## config.mk

```make
export PLATFORM = sky130hd
export DESIGN_NAME = ber_datapath
export DESIGN_NICKNAME = d
export VERILOG_FILES = /design/src/rtl/ber_pkg.sv /design/src/rtl/ber_satcnt.sv /design/src/rtl/ber_datapath.sv
export SDC_FILE = /design/constraint.sdc
export NUM_CORES = 1
export LEC_CHECK = 0
export BUFFER_PORTS_ARGS = -buffer_cell sky130_fd_sc_hd__buf_2
export CAP_MARGIN = 20
export CORE_MARGIN = 4
export CORE_UTILIZATION = 50
export DETAILED_ROUTE_END_ITERATION = 6
export PLACE_DENSITY = 0.71
export RECOVER_POWER = 100
export SLEW_MARGIN = 40
export SYNTH_ARGS = -nofsm -noshare
export SYNTH_HDL_FRONTEND = slang
export SYNTH_HIERARCHICAL = 1
export SYNTH_SLANG_ARGS = --single-unit
```

## constraint.sdc

```tcl
create_clock -name clk -period 2.6 [get_ports clk]
set_input_delay 0.26 -clock clk [delete_from_list [all_inputs] [get_ports clk]]
set_output_delay 0.26 -clock clk [all_outputs]
set_load 0.05 [all_outputs]
```

## src/rtl/ber_pkg.sv

```systemverilog
package ber_pkg;

  typedef enum logic {
    ST_HUNT  = 1'b0,
    ST_CHECK = 1'b1
  } berState_t;

  // control to datapath strobes
  typedef struct packed {
    logic       bitStb;   // a new serial bit is available
    logic       bitVal;   // its value
    logic       cmpEn;    // this bit belongs to the payload
    logic [7:0] expByte;  // expected payload byte
    logic [2:0] bitIdx;   // position inside the byte, 0 = MSB
    logic       snap;     // capture totals for display
    logic       clr;      // zero the running totals
  } berStrobe_t;

endpackage

```

## src/rtl/ber_satcnt.sv

```systemverilog
module ber_satcnt #(
  parameter int W = 32
) (
  input  logic         clk,
  input  logic         rstN,
  input  logic         clr,
  input  logic         inc,
  output logic [W-1:0] cnt
);
  localparam logic [W-1:0] CNT_MAX = '1;

  always_ff @(posedge clk or negedge rstN) begin
    if (!rstN)                       cnt <= '0;
    else if (clr)                    cnt <= '0;
    else if (inc && cnt != CNT_MAX)  cnt <= cnt + W'(1);
  end

  assert_clear_empties_R8: assert property (@(posedge clk) disable iff (!rstN)
    clr |=> cnt == '0);

  assert_single_step_R3: assert property (@(posedge clk) disable iff (!rstN)
    (inc && !clr && cnt != CNT_MAX) |=> cnt == $past(cnt) + W'(1));

  assert_no_overflow_R7: assert property (@(posedge clk) disable iff (!rstN)
    (cnt == CNT_MAX && !clr) |=> cnt == CNT_MAX);

endmodule

```

## src/rtl/ber_datapath.sv

```systemverilog
module ber_datapath
  import ber_pkg::*;
#(
  parameter int         CNT_W  = 32,
  parameter logic [7:0] MARKER = 8'hAA
) (
  input  logic             clk,
  input  logic             rstN,
  input  berStrobe_t       strb,
  output logic             markerHit,
  output logic [CNT_W-1:0] shownBits,
  output logic [CNT_W-1:0] shownErrs
);
  localparam int N_CNT = 2;  // 0: compared bits, 1: errored bits

  logic [7:0]       window;
  logic             expBit;
  logic [N_CNT-1:0] incVec;
  logic [CNT_W-1:0] cntArr [N_CNT];

  always_ff @(posedge clk or negedge rstN) begin
    if (!rstN)            window <= '0;
    else if (strb.bitStb) window <= {window[6:0], strb.bitVal};
  end

  assign markerHit = strb.bitStb && ({window[6:0], strb.bitVal} == MARKER);
  assign expBit    = strb.expByte[3'd7 - strb.bitIdx];
  assign incVec[0] = strb.cmpEn;
  assign incVec[1] = strb.cmpEn && (strb.bitVal != expBit);

  for (genvar g = 0; g < N_CNT; g++) begin : g_tally
    ber_satcnt #(.W(CNT_W)) u_cnt (
      .clk  (clk),
      .rstN (rstN),
      .clr  (strb.clr),
      .inc  (incVec[g]),
      .cnt  (cntArr[g])
    );
  end

  always_ff @(posedge clk or negedge rstN) begin
    if (!rstN) begin
      shownBits <= '0;
      shownErrs <= '0;
    end else if (strb.snap) begin
      shownBits <= cntArr[0];
      shownErrs <= cntArr[1];
    end
  end

  assert_errs_within_bits_R3: assert property (@(posedge clk) disable iff (!rstN)
    cntArr[1] <= cntArr[0]);

  assert_idle_no_count_R4: assert property (@(posedge clk) disable iff (!rstN)
    (!strb.cmpEn && !strb.clr) |=> ($stable(cntArr[0]) && $stable(cntArr[1])));

  assert_display_hold_R9: assert property (@(posedge clk) disable iff (!rstN)
    !strb.snap |=> ($stable(shownBits) && $stable(shownErrs)));

endmodule

```

# Word-level counts from Yosys, hierarchy flattened
# Cells that the tools add are included.
# word_totals
ram_bits	0
memories	0
ff_bits	135
mem_bits_ro	0
latch_bits	0
# classes
n_shift	0
multipliers	0
n_mux	6
eq_ne	4
add_sub_neg	3
n_lt_le_gt_ge	1
n_div	0
reduce_logical	6
bitwise_logic	0
# ops
op	count
$mux W32	4
$add A32 B1 Y32 const B	2
$ne A32 B32 Y1 const B	2
$eq A8 B8 Y1 const B	1
$logic_and A1 B1 Y1	4
$lt A3 B4 Y1 const B	1
$reduce_bool A2 Y1	2
$bmux W1 S3	1
$sub A3 B3 Y3 const A	1
$mux W1	1
$ne A1 B1 Y1	1

# Logic depth before layout (Yosys ltp)
# Gate-level depths: netlist (run 1).
# logic_depth
word_depth	8
ltp_mapped	11
ltp_nobuf	8

# Hierarchy
# The synthesis (run 1) kept the hierarchy.
# by_module_without_submodules
mod	seq_area_each_um2	n_inst	cells_each	area_each_um2
ber_satcnt	800.8	2	198	1854.3
ber_datapath	1776.7	1	162	2732.6

# Least setup slack after synthesis (run 1)
# Ideal clock, no wire load.
# synth_timing
kind	register -> output
startpoint	register window[3]
endpoint	output port markerHit
path_buffers	0
t_arrival_ps	2349
path_stages_with_launch	4
setup_slack_ps	-9
required_time_ps	2340
path_cell_list	dfrtp_1 > nor4bb_1 > nand3_1 > nor4b_1
# synth_via
elab_chain_cells	2
# synth_lines
element	line_no	text
start, declared	ber_datapath.sv:16	logic [7:0] window;
start signal, assigned	ber_datapath.sv:23	else if (strb.bitStb) window <= {window[6:0], strb.bitVal};
$eq A8 B8 Y1	ber_datapath.sv:26	assign markerHit = strb.bitStb && ({window[6:0], strb.bitVal} == MARKER);
$logic_and A1 B1 Y1	ber_datapath.sv:26	
end, declared	ber_datapath.sv:10	output logic markerHit,
# No other way between the ends.

# Worst setup path after layout (run 1)
# layout_timing
startpoint	register g_tally[0].u_cnt.cnt[1]
endpoint	register g_tally[0].u_cnt.cnt[3]
# layout_via
elab_chain_cells	3
word_cells_on_any_way	6
# layout_lines
element	line_no	text
start, declared	ber_satcnt.sv:8	output logic [W-1:0] cnt
start signal, assigned	ber_satcnt.sv:15	else if (inc && cnt != CNT_MAX) cnt <= cnt + W'(1);
$add A32 B1 Y32 / $ne A32 B32 Y1 (equally long branches)	ber_satcnt.sv:15	
$mux W32 / $logic_and A1 B1 Y1 (equally long branches)	ber_satcnt.sv:15	
$mux W32 / $reduce_bool A2 Y1 (equally long branches)	--	
# Parallel ways exist; a longest one is shown, timed or not. The select of a mux whose other input is x is not followed.
# A chain may end at the register's enable or synchronous reset.

==> reports/results.txt, run 1 <==
ys async rst share -> 100%
final WL -> 13,500 microns
flop2flop setup slack -> 230 ps
Max Freq -> 421 MHz
H-tree levels -> 4
RR Startpoint -> g_tally[0].u_cnt/cnt[1]
gpl congestion -> 0.851
drt first pass iters -> 4
syn_nets -> 578
Arrival @ worst endpoint -> 2680 ps
pin count of the biggest net entering global routing -> 69
critical path cell sequence -> ha_1, nand4_1, nor4_1, a31oi_4, and3_1, mux2_4
placed insts -> 803
wire length on met3 -> 671 microns
post-layout min period -> 2370 ps
Die Wd -> 122 microns
flip-flop and latch count after synthesis -> 135
final setup vio count -> 0
Setup CP Type -> reg -> reg
IO buf count -> 82
deepest clock path buffer count -> 2
reg2reg end -> g_tally[0].u_cnt/cnt[3]
largest family of logic cells by synthesized area -> simple AND/OR/NAND/NOR gates
Initial Utilization -> 51.0%
Final Hold Fails -> 0
Boundary Pins -> 83
Area Growth Syn to Fin -> 17.5%
DR top layer -> met4
CTS Sinks -> 135
Via Count -> 4,680
row count -> 41
cell at the slowest stage of the critical path -> nor4_1
DRC violations left -> 0
total power divided by cell area -> 649 nW/um^2
final worst setup slack -> 227 ps
crit path max fanout -> 10
WL/cell -> 16.1 microns
DRT iter0 DRCs -> 316
Post-Layout Cell Count -> 836
Final Max Tran Viols -> 0
worst-skew pair later-pin latency -> 420 ps
post-synthesis average cell area -> 11.5 sq um
Avg Vias per Cell -> 5.60
clk_skew -> 7.58 ps
met2 routed WL -> 6440 microns
RSZ-0062 raised after global routing -> false
register area share after synthesis -> 52.4%
detailed placement HPWL -> 9500 microns
pre-CTS WS -> -44.5 ps
clock root cell -> clkbuf_16
R2R depth -> 6
Synth top area share -> 52.4%
CTS Buf Count -> 17
final net count -> 671
clock transition at the registers of the reported paths -> 60 ps
Slew @ Worst Pin -> 1330 ps
period utilization -> 91.3%
Synth Area in XOR/XNOR -> 3.54%
mux contribution to synthesized area -> 16.1%
status -> finished clean
Main synth FF type -> dfrtp_1
share of layout cells above drive strength 1 -> 21.8%
adder-cell share of the synthesized area -> 0.389%
Synth Warn # -> 6
Mapped Cells -> 558
Worst Setup EP -> g_tally[0].u_cnt/cnt[3]
slew margin rel. -> 11.6%
Startpoint Class -> flop
Req. time, crit path -> 2910 ps
count of unique library cells instantiated by Yosys -> 47
die height -> 122 microns
M1 WL -> 6140 microns
CP peak stage delay -> 570 ps
Post-DRT Antenna Nets -> 0
Cell Area, Synth -> 6440 sq um
LEAKAGE -> 3.38 nW
vias in the first global route -> 4,650
worst setup path start -> g_tally[0].u_cnt/cnt[1]
compound-cell area share of the yosys netlist -> 6.88%
postcts setup bufs -> 0
Die Footprint -> 14,800 sq um
Worst VDD drop -> 0.491 mV
antenna violations before repair -> 0
global-route wire length before repair -> 22,800 microns
maxcap violations -> 0
min-delay worst type -> in -> reg
CP Capture Type -> flop
All-Layer GR Usage -> 19.4%
Core Area -> 12,600 sq um
simple-gate share of the synthesized area -> 18.1%
number of synthesized flops with an enable pin -> 0
TritonCTS clock tree -> done
diodes inserted -> 0
largest area contributor in the netlist -> dfrtp_1
top post-synthesis cells by area -> dfrtp_1 52%, mux2_2 12%, nor2_1 3.0%
GRT Residual Overflow -> 0
-- report_power, final --
part	leakage [nW]	switching [mW]	internal [mW]	total, mW
combinational	1.21	0.153	0.0879	0.241
clock	0.301	0.885	1.61	2.49
sequential	1.87	0.0327	2.14	2.18
-- sequential cells by signal, summed over array words and instances, names as in the netlist --
register,cells
window,7
g_tally.u_cnt/cnt,64
shownErrs,32
shownBits,32
-- synthesized netlist by cell type (all sizes together) (4+ instances only) --
| master | number |
|---|---|
| o31ai | 6 |
| nand4 | 14 |
| mux2i | 7 |
| or4 | 6 |
| a31oi | 4 |
| nor4 | 14 |
| clkbuf | 9 |
| mux2 | 83 |
| and3 | 16 |
| and2 | 6 |
| nor3 | 8 |
| o21ai | 8 |
| inv | 14 |
| nor2 | 52 |
| nand2 | 23 |
| a211oi | 10 |
| a21o | 6 |
| a21oi | 22 |
| nor2b | 12 |
| xnor2 | 20 |
| nand2b | 5 |
| dfrtp | 135 |
| nand3 | 27 |
| or3 | 10 |
| a31o | 4 |
| xor2 | 6 |
| buf | 14 |
-- through the flow --
stage / hold WS (ps) / instance area (sq um) / power (mW) / utilization [%] / TNS (ps)
floorplan: -35.6 / 6450 / 2.36 / - / 0
global placement: 233 / 7090 / 2.46 / 56.2 / -8.71
detailed placement: 240 / 7090 / 2.47 / 56.2 / -84.1
CTS: 143 / 7730 / 4.98 / 61.2 / 0
global route: 136 / 7570 / 5.09 / 60.0 / 0
finish: 149 / 7570 / 4.91 / 60.0 / 0
-- worst min path at each step --
| stage | cells after the start | end | start | slack (ps) |
|---|---|---|---|---|
| final | 2 | window[0] | strb[14] | 150 |
| after detailed placement | 1 | shownErrs[15] | rstN | 240 |
| after global placement | 1 | shownErrs[15] | rstN | 230 |
| after floorplan | 0 | g_tally[0].u_cnt/cnt[0] | rstN | -40 |
| after CTS | 2 | window[0] | strb[14] | 140 |
| after global routing | 2 | window[0] | strb[14] | 140 |
-- routing by layer --
| metal | GRT usage [%] | vias up |
|---|---|---|
| met2 | 29.8 | 119 |
| met3 | 5.59 | 21 |
| met4 | 7.21 | 0 |
| met1 | 26.3 | 2340 |
| li1 | - | 2200 |
| met5 | 0 | - |
-- critical path: cells and delay by family (launching register included) --
| kind | cells | cell delay [ps] |
|---|---|---|
| and+or+nand+nor | 3 | 1000 |
| DFF | 1 | 430 |
| AOI/OAI and AO/OA | 1 | 290 |
| muxes | 1 | 290 |
| adders and majority gates | 1 | 250 |
-- final cells by class --
cell class / instances / area, sq um
sequential: 135 / 3380
clock buffer: 21 / 480
inverter: 14 / 52.6
multi-input combinational: 386 / 2870
timing repair buffer: 97 / 429
clock inverter: 11 / 145
tap: 172 / 215
fill: 1108 / 5050
-- cell usage in the layout (no fill, tap or decap), drive strengths merged, types with 3 or more instances in the layout --
cell,count
nor3,8
nand2,23
a21oi,22
nand2b,5
a31o,4
xor2,6
bufinv,3
clkinv,4
nand4,14
and3,16
or4,6
clkinvlp,3
o31ai,6
buf,20
clkbuf,97
mux2i,7
nand3,27
mux2,83
dfrtp,135
a21o,6
a211oi,10
nor4,14
or3,10
nor2b,12
xnor2,20
a31oi,4
and2,6
nor2,52
inv,15
o21ai,8
-- cell families after synthesis --
group	after synthesis
fa+ha+maj	2
buf+inv	37
xor+xnor	26
compound gates	64
mux	91
simple gates	203
flops	135
-- timing repair --
action,in CTS,in global routing
resized for setup,0,0
endpoints found under the hold margin,31,0
hold buffers,1,0
(Power assumes the default switching activity.)
==> run 2: changes to the inputs <==
--- a/config.mk
+++ b/config.mk
@@ -8,9 +8,8 @@
 export BUFFER_PORTS_ARGS = -buffer_cell sky130_fd_sc_hd__buf_2
 export CAP_MARGIN = 20
 export CORE_MARGIN = 4
-export CORE_UTILIZATION = 50
+export CORE_UTILIZATION = 25
 export DETAILED_ROUTE_END_ITERATION = 6
-export PLACE_DENSITY = 0.71
 export RECOVER_POWER = 100
 export SLEW_MARGIN = 40
 export SYNTH_ARGS = -nofsm -noshare
==> reports/results.txt, run 2 (synthesis results as in run 1) <==
status -> finished with violations
failing checks -> capacitance limit, slew limit
biggest regs -> g_tally.u_cnt/cnt (64), shownBits (32), shownErrs (32)
Arrival @ worst endpoint -> 2610 ps (-70 ps)
Gates resized, CTS repair -> 0 (unchanged)
post-layout min period -> 2310 ps (-65.6 ps)
Fillers -> 2,628 (+140%)
deepest clock path buffer count -> 2 (unchanged)
register with the most flip-flops -> g_tally.u_cnt/cnt
vias in the first global route -> 4,767 (+2.5%)
antenna violations before repair -> 0 (unchanged)
RSZ-0062 raised after global routing -> false
period utilization -> 88.8% (-2.5 points)
Avg Vias per Cell -> 4.65 (-17%)
Via Count -> 4,627 (-1.1%)
row count -> 58 (+41%)
Boundary Pins -> 83 (unchanged)
final WL -> 14,500 microns (+7.7%)
diodes inserted -> 0 (unchanged)
multi-input logic area -> 2860 sq um (-0.22%)
DRC violations left -> 0 (unchanged)
min-delay worst type -> in -> reg
All-Layer GR Usage -> 10.7% (-8.7 points)
Slew @ Worst Pin -> 1810 ps (+489 ps)
Worst VDD drop -> 0.395 mV (-19%)
GRT Residual Overflow -> 0 (unchanged)
TritonCTS clock tree -> done
Final Max Tran Viols -> 67 (+67)
Post-DRT Antenna Nets -> 0 (unchanged)
total power divided by cell area -> 644 nW/um^2 (-0.73%)
Final Hold Fails -> 0 (unchanged)
CP Capture Type -> flop
Die Wd -> 169 microns (+39%)
Setup CP Type -> reg -> reg
most frequent cells in the layout -> 135 x dfrtp_1, 75 x clkbuf_1, 68 x mux2_2
share of layout cells above drive strength 1 -> 21.2% (-0.63 points)
max reg flops -> 64 (unchanged)
Storage cell area -> 3380 sq um (unchanged)
clock root cell -> clkbuf_16
pin count of the biggest net entering global routing -> 69 (unchanged)
detailed placement HPWL -> 10,200 microns (+7.3%)
Max Freq -> 433 MHz (+2.8%)
maxcap violations -> 1 (+1)
DRT iter0 DRCs -> 278 (-12%)
Req. time, crit path -> 2910 ps (about the same)
CTS Sinks -> 135 (unchanged)
final setup vio count -> 0 (unchanged)
final net count -> 672 (+0.15%)
post-layout util -> 30.8% (-29 points)
Die Footprint -> 28,400 sq um (+92%)
clk_skew -> 15.7 ps (+8.14 ps)
WL/cell -> 14.6 microns (-9.5%)
IO buf count -> 82 (unchanged)
H-tree levels -> 4 (unchanged)
gpl congestion -> 0.782 (-8.2%)
most common cell after layout, fill and taps aside -> dfrtp_1
CTS Buf Count -> 17 (unchanged)
Area Growth Syn to Fin -> 20.9%
placed insts -> 962 (+20%)
worst-skew pair later-pin latency -> 420 ps (about the same)
drt first pass iters -> 4 (unchanged)
Initial Utilization -> 25.5% (-26 points)
clock transition at the registers of the reported paths -> 60 ps (about the same)
crit path max fanout -> 10 (unchanged)
slew margin rel. -> -21.0% (-33 points)
global-route wire length before repair -> 24,700 microns (+8.7%)
Post-Layout Cell Count -> 995 (+19%)
LEAKAGE -> 3.39 nW (+0.16%)
Core Area -> 25,300 sq um (+100%)
die height -> 169 microns (+39%)
Startpoint Class -> flop
run 2: routing by layer:
metal	GRT usage, %	part of all wire, %	up-vias
li1	-	-	2218
met1	13.6	46	2304
met2	17.8	48	91
met3	3.11	4.3	14
met4	2.96	1.1	0
met5	0	0	-
run 2: path summary, 6_finish.rpt:
| path | startpoint | to | slack [ps] | cells past startpoint |
|---|---|---|---|---|
| worst max-delay path | g_tally[0].u_cnt/cnt[0] | g_tally[0].u_cnt/cnt[19] | 290 | 7 |
| worst min-delay path | strb[0] | g_tally[1].u_cnt/cnt[0] | 40 | 2 |
| worst max register to register | g_tally[0].u_cnt/cnt[0] | g_tally[0].u_cnt/cnt[19] | 290 | 7 |
| worst min register to register | shownErrs[20] | shownErrs[20] | 490 | 1 |
| max in group asynchronous | rstN | g_tally[0].u_cnt/cnt[26] | 630 | 2 |
| min in group asynchronous | rstN | shownErrs[16] | 850 | 2 |
run 2: critical path, cell delays in order (launching register included):
cell,delay (ps)
dfrtp_1,420
ha_1,250
nand4_1,160
nor4_2,350
a21o_1,300
clkbuf_1,350
nor3_1,100
mux2_2,280
run 2: layout make-up:
class | instances | share of cell area [%]
clock buffers | 19 | 5.56
clock inverters | 13 | 2.47
inverters | 14 | 0.675
multi-input cells | 386 | 36.7
flip-flops and latches | 135 | 43.4
well taps | 330 | 5.30
repair buffers | 98 | 5.90
run 2: timing repair:
action | CTS | global route
buffers inserted | 0 | 0
setup endpoints to repair | 0 | 0
hold buffers | 1 | 0
endpoints found under the hold margin | 66 | 0
run 2: metrics by stage:
stage | area [sq um] | setup TNS [ps] | worst slack [ps] | power [mW] | hold WS (ps)
global placement | 7320 | -309 | -84.2 | 2.47 | 319
finish | 7790 | 0 | 292 | 5.01 | 44.0
global route | 7790 | 0 | 98.0 | 5.21 | 43.7
floorplan | 6450 | 0 | 37.6 | 2.36 | -35.6
CTS | 7960 | 0 | 292 | 5.11 | 16.0
detailed placement | 7320 | -1120 | -163 | 2.48 | 320
run 2: report_power, final:
| part | switching (mW) | internal (mW) |
|---|---|---|
| clock | 0.972 | 1.62 |
| sequential | 0.0306 | 2.14 |
| combinational | 0.156 | 0.0948 |
